===== config.mk =====
export PLATFORM = sky130hd
export DESIGN_NAME = fault_input_conditioner
export DESIGN_NICKNAME = d
export VERILOG_FILES = /design/src/rtl/fic_pkg.sv /design/src/rtl/fic_sync.sv /design/src/rtl/fic_qualify.sv /design/src/rtl/fic_frame_fsm.sv /design/src/rtl/fault_input_conditioner.sv
export SDC_FILE = /design/constraint.sdc
export NUM_CORES = 1
export LEC_CHECK = 0
export ABC_AREA = 1
export CORE_UTILIZATION = 40
export DETAILED_ROUTE_END_ITERATION = 16
export HOLD_SLACK_MARGIN = 0.05
export PLACE_DENSITY = 0.79
export SLEW_MARGIN = 20
export SYNTH_ARGS = -nofsm -noshare
export SYNTH_HDL_FRONTEND = slang
export SYNTH_SLANG_ARGS = --single-unit

===== constraint.sdc =====
create_clock -name clk -period 1.5 [get_ports clk]
set_input_delay 0.375 -clock clk [delete_from_list [all_inputs] [get_ports clk]]
set_output_delay 0.375 -clock clk [all_outputs]
set_load 0.005 [all_outputs]

===== src/rtl/fic_pkg.sv =====
package fic_pkg;

    // bit 1: insertion active this frame, bit 0: fault pending for next frame
    typedef enum logic [1:0] {
        ST_QUIET  = 2'b00,
        ST_ARMED  = 2'b01,
        ST_FIRING = 2'b10,
        ST_REFIRE = 2'b11
    } frame_state_e;

endpackage


===== src/rtl/fic_sync.sv =====
module fic_sync #(
    parameter int   WIDTH     = 16,
    parameter int   STAGES    = 2,
    parameter logic RESET_BIT = 1'b1
) (
    input  logic             clk,
    input  logic             rst_n,
    input  logic [WIDTH-1:0] d_async,
    output logic [WIDTH-1:0] q_sync
);

    logic [WIDTH-1:0] chain [STAGES];

    generate
        for (genvar s = 0; s < STAGES; s++) begin : g_stage
            if (s == 0) begin : g_first
                always_ff @(posedge clk or negedge rst_n) begin
                    if (!rst_n) chain[s] <= {WIDTH{RESET_BIT}};
                    else        chain[s] <= d_async;
                end
            end else begin : g_next
                always_ff @(posedge clk or negedge rst_n) begin
                    if (!rst_n) chain[s] <= {WIDTH{RESET_BIT}};
                    else        chain[s] <= chain[s-1];
                end
            end
        end
    endgenerate

    assign q_sync = chain[STAGES-1];

endmodule


===== src/rtl/fic_qualify.sv =====
module fic_qualify #(
    parameter int WIDTH = 16
) (
    input  logic [WIDTH-1:0] line_n,
    input  logic [WIDTH-1:0] enable,
    output logic             any_fault
);

    logic [WIDTH-1:0] active;

    generate
        for (genvar i = 0; i < WIDTH; i++) begin : g_chan
            assign active[i] = enable[i] & ~line_n[i];
        end
    endgenerate

    assign any_fault = |active;

endmodule


===== src/rtl/fic_frame_fsm.sv =====
module fic_frame_fsm
    import fic_pkg::*;
(
    input  logic clk,
    input  logic rst_n,
    input  logic hit,
    input  logic force_fault,
    input  logic frame_slot,
    input  logic pattern_en,
    output logic insert_req
);

    frame_state_e state_q, state_d;
    logic         fire_now;

    assign fire_now = pattern_en & (hit | force_fault);

    always_ff @(posedge clk or negedge rst_n) begin
        if (!rst_n) state_q <= ST_QUIET;
        else        state_q <= state_d;
    end

    always_comb begin
        state_d = state_q;
        unique case (state_q)
            ST_QUIET: begin
                if (frame_slot)  state_d = fire_now ? ST_FIRING : ST_QUIET;
                else if (hit)    state_d = ST_ARMED;
            end
            ST_ARMED: begin
                if (frame_slot)  state_d = pattern_en ? ST_FIRING : ST_QUIET;
            end
            ST_FIRING: begin
                if (frame_slot)  state_d = fire_now ? ST_FIRING : ST_QUIET;
                else if (hit)    state_d = ST_REFIRE;
            end
            ST_REFIRE: begin
                if (frame_slot)  state_d = pattern_en ? ST_FIRING : ST_QUIET;
            end
            default: state_d = ST_QUIET;
        endcase
    end

    always_comb begin
        unique case (state_q)
            ST_FIRING, ST_REFIRE: insert_req = 1'b1;
            default:              insert_req = 1'b0;
        endcase
    end

endmodule


===== src/rtl/fault_input_conditioner.sv =====
module fault_input_conditioner #(
    parameter int N_IN        = 16,
    parameter int SYNC_STAGES = 2
) (
    input  logic            clk,
    input  logic            rst_n,
    input  logic [N_IN-1:0] fault_in_n,
    input  logic [N_IN-1:0] mask_en,
    input  logic            force_fault,
    input  logic            pulse_fault_cmd,
    input  logic            pattern_en,
    input  logic            frame_slot,
    input  logic            status_rd,
    output logic            insert_req,
    output logic            fault_seen,
    output logic [N_IN-1:0] raw_snapshot
);

    logic [N_IN-1:0] sync_n;
    logic            line_fault;
    logic            hit;

    fic_sync #(
        .WIDTH    (N_IN),
        .STAGES   (SYNC_STAGES),
        .RESET_BIT(1'b1)
    ) u_sync (
        .clk    (clk),
        .rst_n  (rst_n),
        .d_async(fault_in_n),
        .q_sync (sync_n)
    );

    fic_qualify #(
        .WIDTH(N_IN)
    ) u_qual (
        .line_n   (sync_n),
        .enable   (mask_en),
        .any_fault(line_fault)
    );

    assign hit = line_fault | pulse_fault_cmd;

    fic_frame_fsm u_fsm (
        .clk        (clk),
        .rst_n      (rst_n),
        .hit        (hit),
        .force_fault(force_fault),
        .frame_slot (frame_slot),
        .pattern_en (pattern_en),
        .insert_req (insert_req)
    );

    // sticky flag: a new fault in the read cycle wins over the clear
    always_ff @(posedge clk or negedge rst_n) begin
        if (!rst_n) fault_seen <= 1'b0;
        else        fault_seen <= (fault_seen & ~status_rd) | line_fault;
    end

    assign raw_snapshot = sync_n;

endmodule


==> impl_results.md, run 1 <==
- Post-synthesis net count: 159
- Crit path DAT: 1.71 ns
- Vias in the first global route: 943
- CTS buffer count: 5
- Commonest cells post-synth: 32 x dfstp_2, 29 x nand2_1, 23 x inv_1
- Largest cells by area after synthesis: dfstp_2 64%, buf_4 9.1%, nand2_1 8.2%
- Most frequent cell after synthesis: dfstp_2
- Final hold violation count: 0
- Post-layout util: 0.6145
- Period minus WS final: 1.491 ns
- Die area: 3534 sq um
- Die span in x: 59.45 microns
- Vias/cell: 4.037
- Outcome: completed
- Drt pass-1 iters: 3
- DP HPWL: 1861 microns
- Post-Place Worst Slack: -0.2751 ns
- Initial antenna violation count: 0
- Worst slew pin tran: 0.1775 ns
- Core ar.: 3103 sq um
- Layout cell share with drive strength beyond 1: 0.3450
- Leak Pwr: 0.0008921 uW
- Drt drc: 0
- Global-route wire length before repair: 3905 microns
- Netlist cell types: 12
- Fmax: 670.6 MHz
- GRT Residual Overflow: 0
- Complex-gate fraction of the synthesized area: 0.02464
- Post-synthesis sequential area ratio: 0.6938
- H-Tree Level Count: 2
- Critical path class: flip-flop to flip-flop
- Max Clock Skew: 0.006887 ns
- # port buffers: 56
- CTS tree: built
- Fin crit share: 0.9942
- Max-cap violation count: 0
- Adder-Cell Fraction of Synth Area: 0
- Final setup violation count: 0
- Filler instances: 277
- Synth Area in Simple Gates: 0.1223
- Max clock buf depth: 2
- Yosys warning count: 0
- Number of flops mapped to enable cells by yosys: 0
- Ports: 57
- Aggregate routed wire length: 2451 microns
- Synth area leader: dfstp_2
- Synth Cell Area: 1320 sq um
- Via Count: 868
- Syn_area_per_cell: 11.00 sq um
- Post-synthesis xor/xnor area fraction: 0
- Post-route worst setup slack: 0.008761 ns
- Layout Cells excl Fill: 215
- CP required: 1.72 ns
- Synth Flop Type: dfstp_2
- Max-slew violation count: 0
- Row count: 20
- PwrDens: 919.6 nW/um^2
- Antenna fix cells: 0
- Worst Hold Class: flip-flop to flip-flop
- Largest net degree at the start of global routing: 36
- FF+latch count, synth: 35
- Crit-path max FO: 3
- Post-route ant nets: 0
- DR iter-0 viols: 6
- Min-Delay Startpoint: u_sync.chain[25]$_DFF_PN1_
- Pwr Total: 1754 uW
- RSZ-0062 raised after global routing: true
- Async S/R FF share, synth: 1.000
- Kind of start point of the critical path: flip-flop
- Initial core utilization: 0.4254
- CP startpoint: u_sync.q_sync[4]$_DFF_PN1_
- Tot GR Track Use: 0.1577
- Top cell type's share of synthesized area: 0.6370
- WL per Instance: 11.40 microns
- Main combinational cell family by area after synthesis: buffers and inverters
- CTS Sinks: 35
- Crit. End Element: flip-flop
- Final GP Congestion: 0.7866
- Synth-to-Final Area Change: 44.46%
- Cells after Synth: 120
- Mux cell area share after synthesis: 0
- CTS Root Cell: clkbuf_4
- Worst slew margin: 0.8816
- Die Ht: 59.45 microns
- Nets@finish: 209
- Placed insts: 205
- Reg-to-Reg Start: u_sync.q_sync[4]$_DFF_PN1_
- Clock latency on the worst-skew pair: 0.32 ns
- Worst VDD drop: 631.6 uV
- CTS clk-pin slew, worst paths: 0.10 ns
path summary, 6_finish.rpt:
check | end | slack (ns) | depth (start not counted)
max in group asynchronous | u_sync.q_sync[6]$_DFF_PN1_ | 0.86 | 2
hold reg to reg | u_sync.q_sync[9]$_DFF_PN1_ | 0.35 | 0
min in group asynchronous | u_fsm.state_q[0]$_DFFE_PN0P_ | 0.41 | 2
setup reg to reg | u_fsm.state_q[1]$_DFFE_PN0P_ | 0.009 | 11
setup / recovery | u_fsm.state_q[1]$_DFFE_PN0P_ | 0.009 | 11
hold / removal | u_sync.q_sync[9]$_DFF_PN1_ | 0.35 | 0
critical path, cell delays in order (launching register included):
cell and delay, ns:
dfstp_2 0.56, inv_1 0.04, nand2_1 0.05, nand2_1 0.06, nor2_2 0.13, nand2_2 0.08, nor2_4 0.13, nand2_2 0.07
nand2_2 0.08, nand2_2 0.06, nor2_2 0.10, a21oi_2 0.04
metrics by stage:
stage	TNS (ns)	hold WS [ns]	area, sq um
final	0	0.3543	1907
after global placement	-0.3428	0.3454	1839
after floorplan	0	0.07941	1320
after CTS	-0.01888	0.3596	1888
after global routing	-0.1698	0.3647	1907
after detailed placement	-0.5672	0.3472	1839
power breakdown:
group / switching [uW] / total, uW / internal [uW] / leakage, uW
Sequential: 22.2 / 1050 / 1030 / 0.000368
Clock: 297 / 471 / 174 / 0.0000347
Combinational: 86.9 / 233 / 146 / 0.000489
flip-flops by register name (all words and copies together) (netlist names):
name	flops
fault_seen	1
u_fsm.state_q	2
u_sync.chain	16
u_sync.q_sync	16
cells in the final DEF, fill, tap and decap left out:
| cell | n |
|---|---|
| a21oi_2 | 2 |
| dfrtp_1 | 3 |
| clkdlybuf4s50_1 | 38 |
| nor2_4 | 2 |
| nor2_2 | 2 |
| nand2_1 | 26 |
| inv_1 | 23 |
| dlygate4sd2_1 | 2 |
| buf_4 | 3 |
| buf_12 | 1 |
| o21ai_0 | 3 |
| dfstp_2 | 32 |
| clkbuf_4 | 5 |
| clkbuf_2 | 4 |
| nand3_1 | 1 |
| nand2_2 | 5 |
| clkdlybuf4s15_1 | 12 |
| nor2_1 | 4 |
| clkinv_2 | 3 |
metal layers:
| metal | wire [microns] | GRT usage |
|---|---|---|
| met1 | 993 | 0.1745 |
| met2 | 1269 | 0.2713 |
| met3 | 138 | 0.04803 |
| met4 | 50 | 0.08163 |
| met5 | 0 | 0 |
timing repair:
item                                    CTS  global route
endpoints found under the setup margin   19            19
hold buffers                              0             0
setup buffers                             2             0
gates resized for setup                  20            25
pin swaps                                 1             4
area by class of cell:
class | instances | area (sq um) | share of cell area
tap | 44 | 55.05 | 0.02887
timing repair buffer | 60 | 580.6 | 0.3045
clock inverter | 3 | 15.01 | 0.007874
multi-input combinational | 45 | 216.5 | 0.1135
sequential | 35 | 915.9 | 0.4803
clock buffer | 5 | 37.54 | 0.01969
inverter | 23 | 86.33 | 0.04528
cell families (layout without fill, tap and decap cells):
kind of cell	after synthesis	in the layout
flops	35	35
compound gates	5	5
buf+inv	40	91
simple gates	40	40
Note: power is estimated with default switching activity, not from simulation.
==> run 2: changes to the inputs <==
--- a/config.mk
+++ b/config.mk
@@ -6,10 +6,13 @@
 export NUM_CORES = 1
 export LEC_CHECK = 0
 export ABC_AREA = 1
-export CORE_UTILIZATION = 40
+export CELL_PAD_IN_SITES_DETAIL_PLACEMENT = 0
+export CELL_PAD_IN_SITES_GLOBAL_PLACEMENT = 2
+export CORE_UTILIZATION = 24
 export DETAILED_ROUTE_END_ITERATION = 16
 export HOLD_SLACK_MARGIN = 0.05
-export PLACE_DENSITY = 0.79
+export MAX_ROUTING_LAYER = met4
+export PLACE_DENSITY = 0.8
 export SLEW_MARGIN = 20
 export SYNTH_ARGS = -nofsm -noshare
 export SYNTH_HDL_FRONTEND = slang
==> impl_results.md, run 2 (synthesis gave the netlist of run 1 again) <==
- Outcome: completed
- GRT Residual Overflow: 0
- Worst slew margin: 0.8792
- Max clock buf depth: 2
- CP required: 1.67 ns
- Synth-to-Final Area Change: 48.63%
- Initial antenna violation count: 0
- Critical path's slowest cell: dfstp_2
- Post-CTS Hold Buffers: 0
- Critical path class: flip-flop to flip-flop
- Leak Pwr: 0.0009111 uW
- Tot GR Track Use: 0.09677
- Global-route wire length before repair: 4140 microns
- Placed insts: 230
- CTS Sinks: 35
- Clock latency on the worst-skew pair: 0.28 ns
- Vias/cell: 3.621
- Kind of start point of the critical path: flip-flop
- Crit path DAT: 1.67 ns
- PwrDens: 1016 nW/um^2
- Layout Cells excl Fill: 240
- Antenna fix cells: 0
- Post-route ant nets: 0
- Core ar.: 5205 sq um
- Setup TNS: 0 ns
- CTS clk-pin slew, worst paths: 0.06 ns
- Max-slew violation count: 0
- Largest net degree at the start of global routing: 36
- Die Ht: 76.16 microns
- Final GP Congestion: 0.6807
- CTS tree: built
- Final setup violation count: 0
- Critical path, cell by cell: inv_2 > nand2_1 > nand2_1 > nor2_1 > nand2_1 > nor2_2 > nand2_2 > nand2_2 > nand2_2 > nor2_2 > a21oi_2
- Commonest non-fill, non-tap cell in the layout: clkdlybuf4s50_1
- Final hold violation count: 0
- Aggregate routed wire length: 2407 microns
- Vias in the first global route: 936
- DR iter-0 viols: 29
- H-Tree Level Count: 2
- Worst slew pin tran: 0.1812 ns
- Row count: 26
- Crit. End Element: flip-flop
- # port buffers: 56
- Worst Hold Class: flip-flop to flip-flop
- Pwr Total: 1993 uW
- WL per Instance: 10.03 microns
- DP HPWL: 1836 microns
- Ports: 57
- Die area: 5800 sq um
- Drt pass-1 iters: 2
- RSZ-0062 raised after global routing: true
- Via Count: 869
- CTS Root Cell: clkbuf_8
- Max-cap violation count: 0
- Layout cell share with drive strength beyond 1: 0.3059
- Crit-path max FO: 3
- Die span in x: 76.16 microns
- Nets@finish: 208
- Most frequent cells in the layout: 38 x clkdlybuf4s50_1, 32 x dfstp_2, 28 x nand2_1, 21 x inv_1, 18 x dlygate4sd2_1
- Max Clock Skew: 0.001405 ns
- Fin crit share: 0.9971
- Drt drc: 0
- Period minus WS final: 1.496 ns
- Max stage delay on crit path: 0.53 ns
- Initial core utilization: 0.2536
- CTS buffer count: 5
- Fmax: 668.6 MHz
- Worst VDD drop: 532.9 uV
[run 2: cell count changes in the layout (fill, tap and decap cells not counted), moves of 2 or more]
cell / delta
dlygate4sd2_1: +16
nand2_2: -2
clkbuf_4: -5
inv_2: +2
clkdlybuf4s15_1: -12
clkinv_2: -3
nand2_1: +2
inv_1: -2
clkbuf_2: -4
clkbuf_8: +7
nor2_4: -2
[run 2: routing by layer]
metal / share of wire / GRT usage / vias up
met3: 0.080 / 0.04311 / 4
met2: 0.53 / 0.1682 / 42
met5: 0 / - / -
met4: 0.013 / 0.03654 / 0
li1: - / - / 426
met1: 0.38 / 0.09491 / 397
[run 2: worst paths after layout]
| path | startpoint | endpoint | slack, ns | cells after the start |
|---|---|---|---|---|
| max | u_sync.q_sync[6]$_DFF_PN1_ | u_fsm.state_q[1]$_DFFE_PN0P_ | 0.004 | 11 |
| min | u_sync.chain[30]$_DFF_PN1_ | u_sync.q_sync[14]$_DFF_PN1_ | 0.36 | 0 |
| max reg2reg | u_sync.q_sync[6]$_DFF_PN1_ | u_fsm.state_q[1]$_DFFE_PN0P_ | 0.004 | 11 |
| min reg2reg | u_sync.chain[30]$_DFF_PN1_ | u_sync.q_sync[14]$_DFF_PN1_ | 0.36 | 0 |
| max in group asynchronous | rst_n | u_sync.q_sync[4]$_DFF_PN1_ | 0.79 | 2 |
| min in group asynchronous | rst_n | u_fsm.state_q[0]$_DFFE_PN0P_ | 0.46 | 2 |
[run 2: report_power, final]
group          switching [uW]  total [uW]  internal [uW]
sequential               20.1        1050           1030
combinational            81.9         224            142
clock                     303         721            418
total                     405        1990           1590
[run 2: cell type report]
type | instances | area (sq um)
fill | 528 | 3243
sequential | 35 | 915.9
timing repair buffer | 59 | 573.1
multi-input combinational | 45 | 198.9
clock buffer | 8 | 100.1
tap | 70 | 87.58
inverter | 23 | 86.33
[run 2: what timing repair did]
action                     CTS  global route
setup buffers                2             0
gates resized for setup     19             3
pin swaps                    1             3
setup endpoints to repair   19             2
[run 2: worst max-delay path, delay by kind of cell, from the launching register on]
| kind | cells | cell delay (ns) |
|---|---|---|
| buf+inv | 1 | 0.03 |
| simple gates | 9 | 0.79 |
| compound gates | 1 | 0.04 |
| flops | 1 | 0.53 |
[run 2: per-stage QoR]
step,hold slack [ns],setup slack (ns),instance area (sq um),utilization
6_report,0.3555,0.004319,1962,0.3769
5_1_grt,0.3596,-0.1020,1962,0.3769
4_1_cts,0.3560,0.01063,1959,0.3764
3_5_place_dp,0.3468,-0.2753,1864,0.3582
3_3_place_gp,0.3462,-0.2194,1864,0.3582
2_1_floorplan,0.07941,0.1806,1320,-
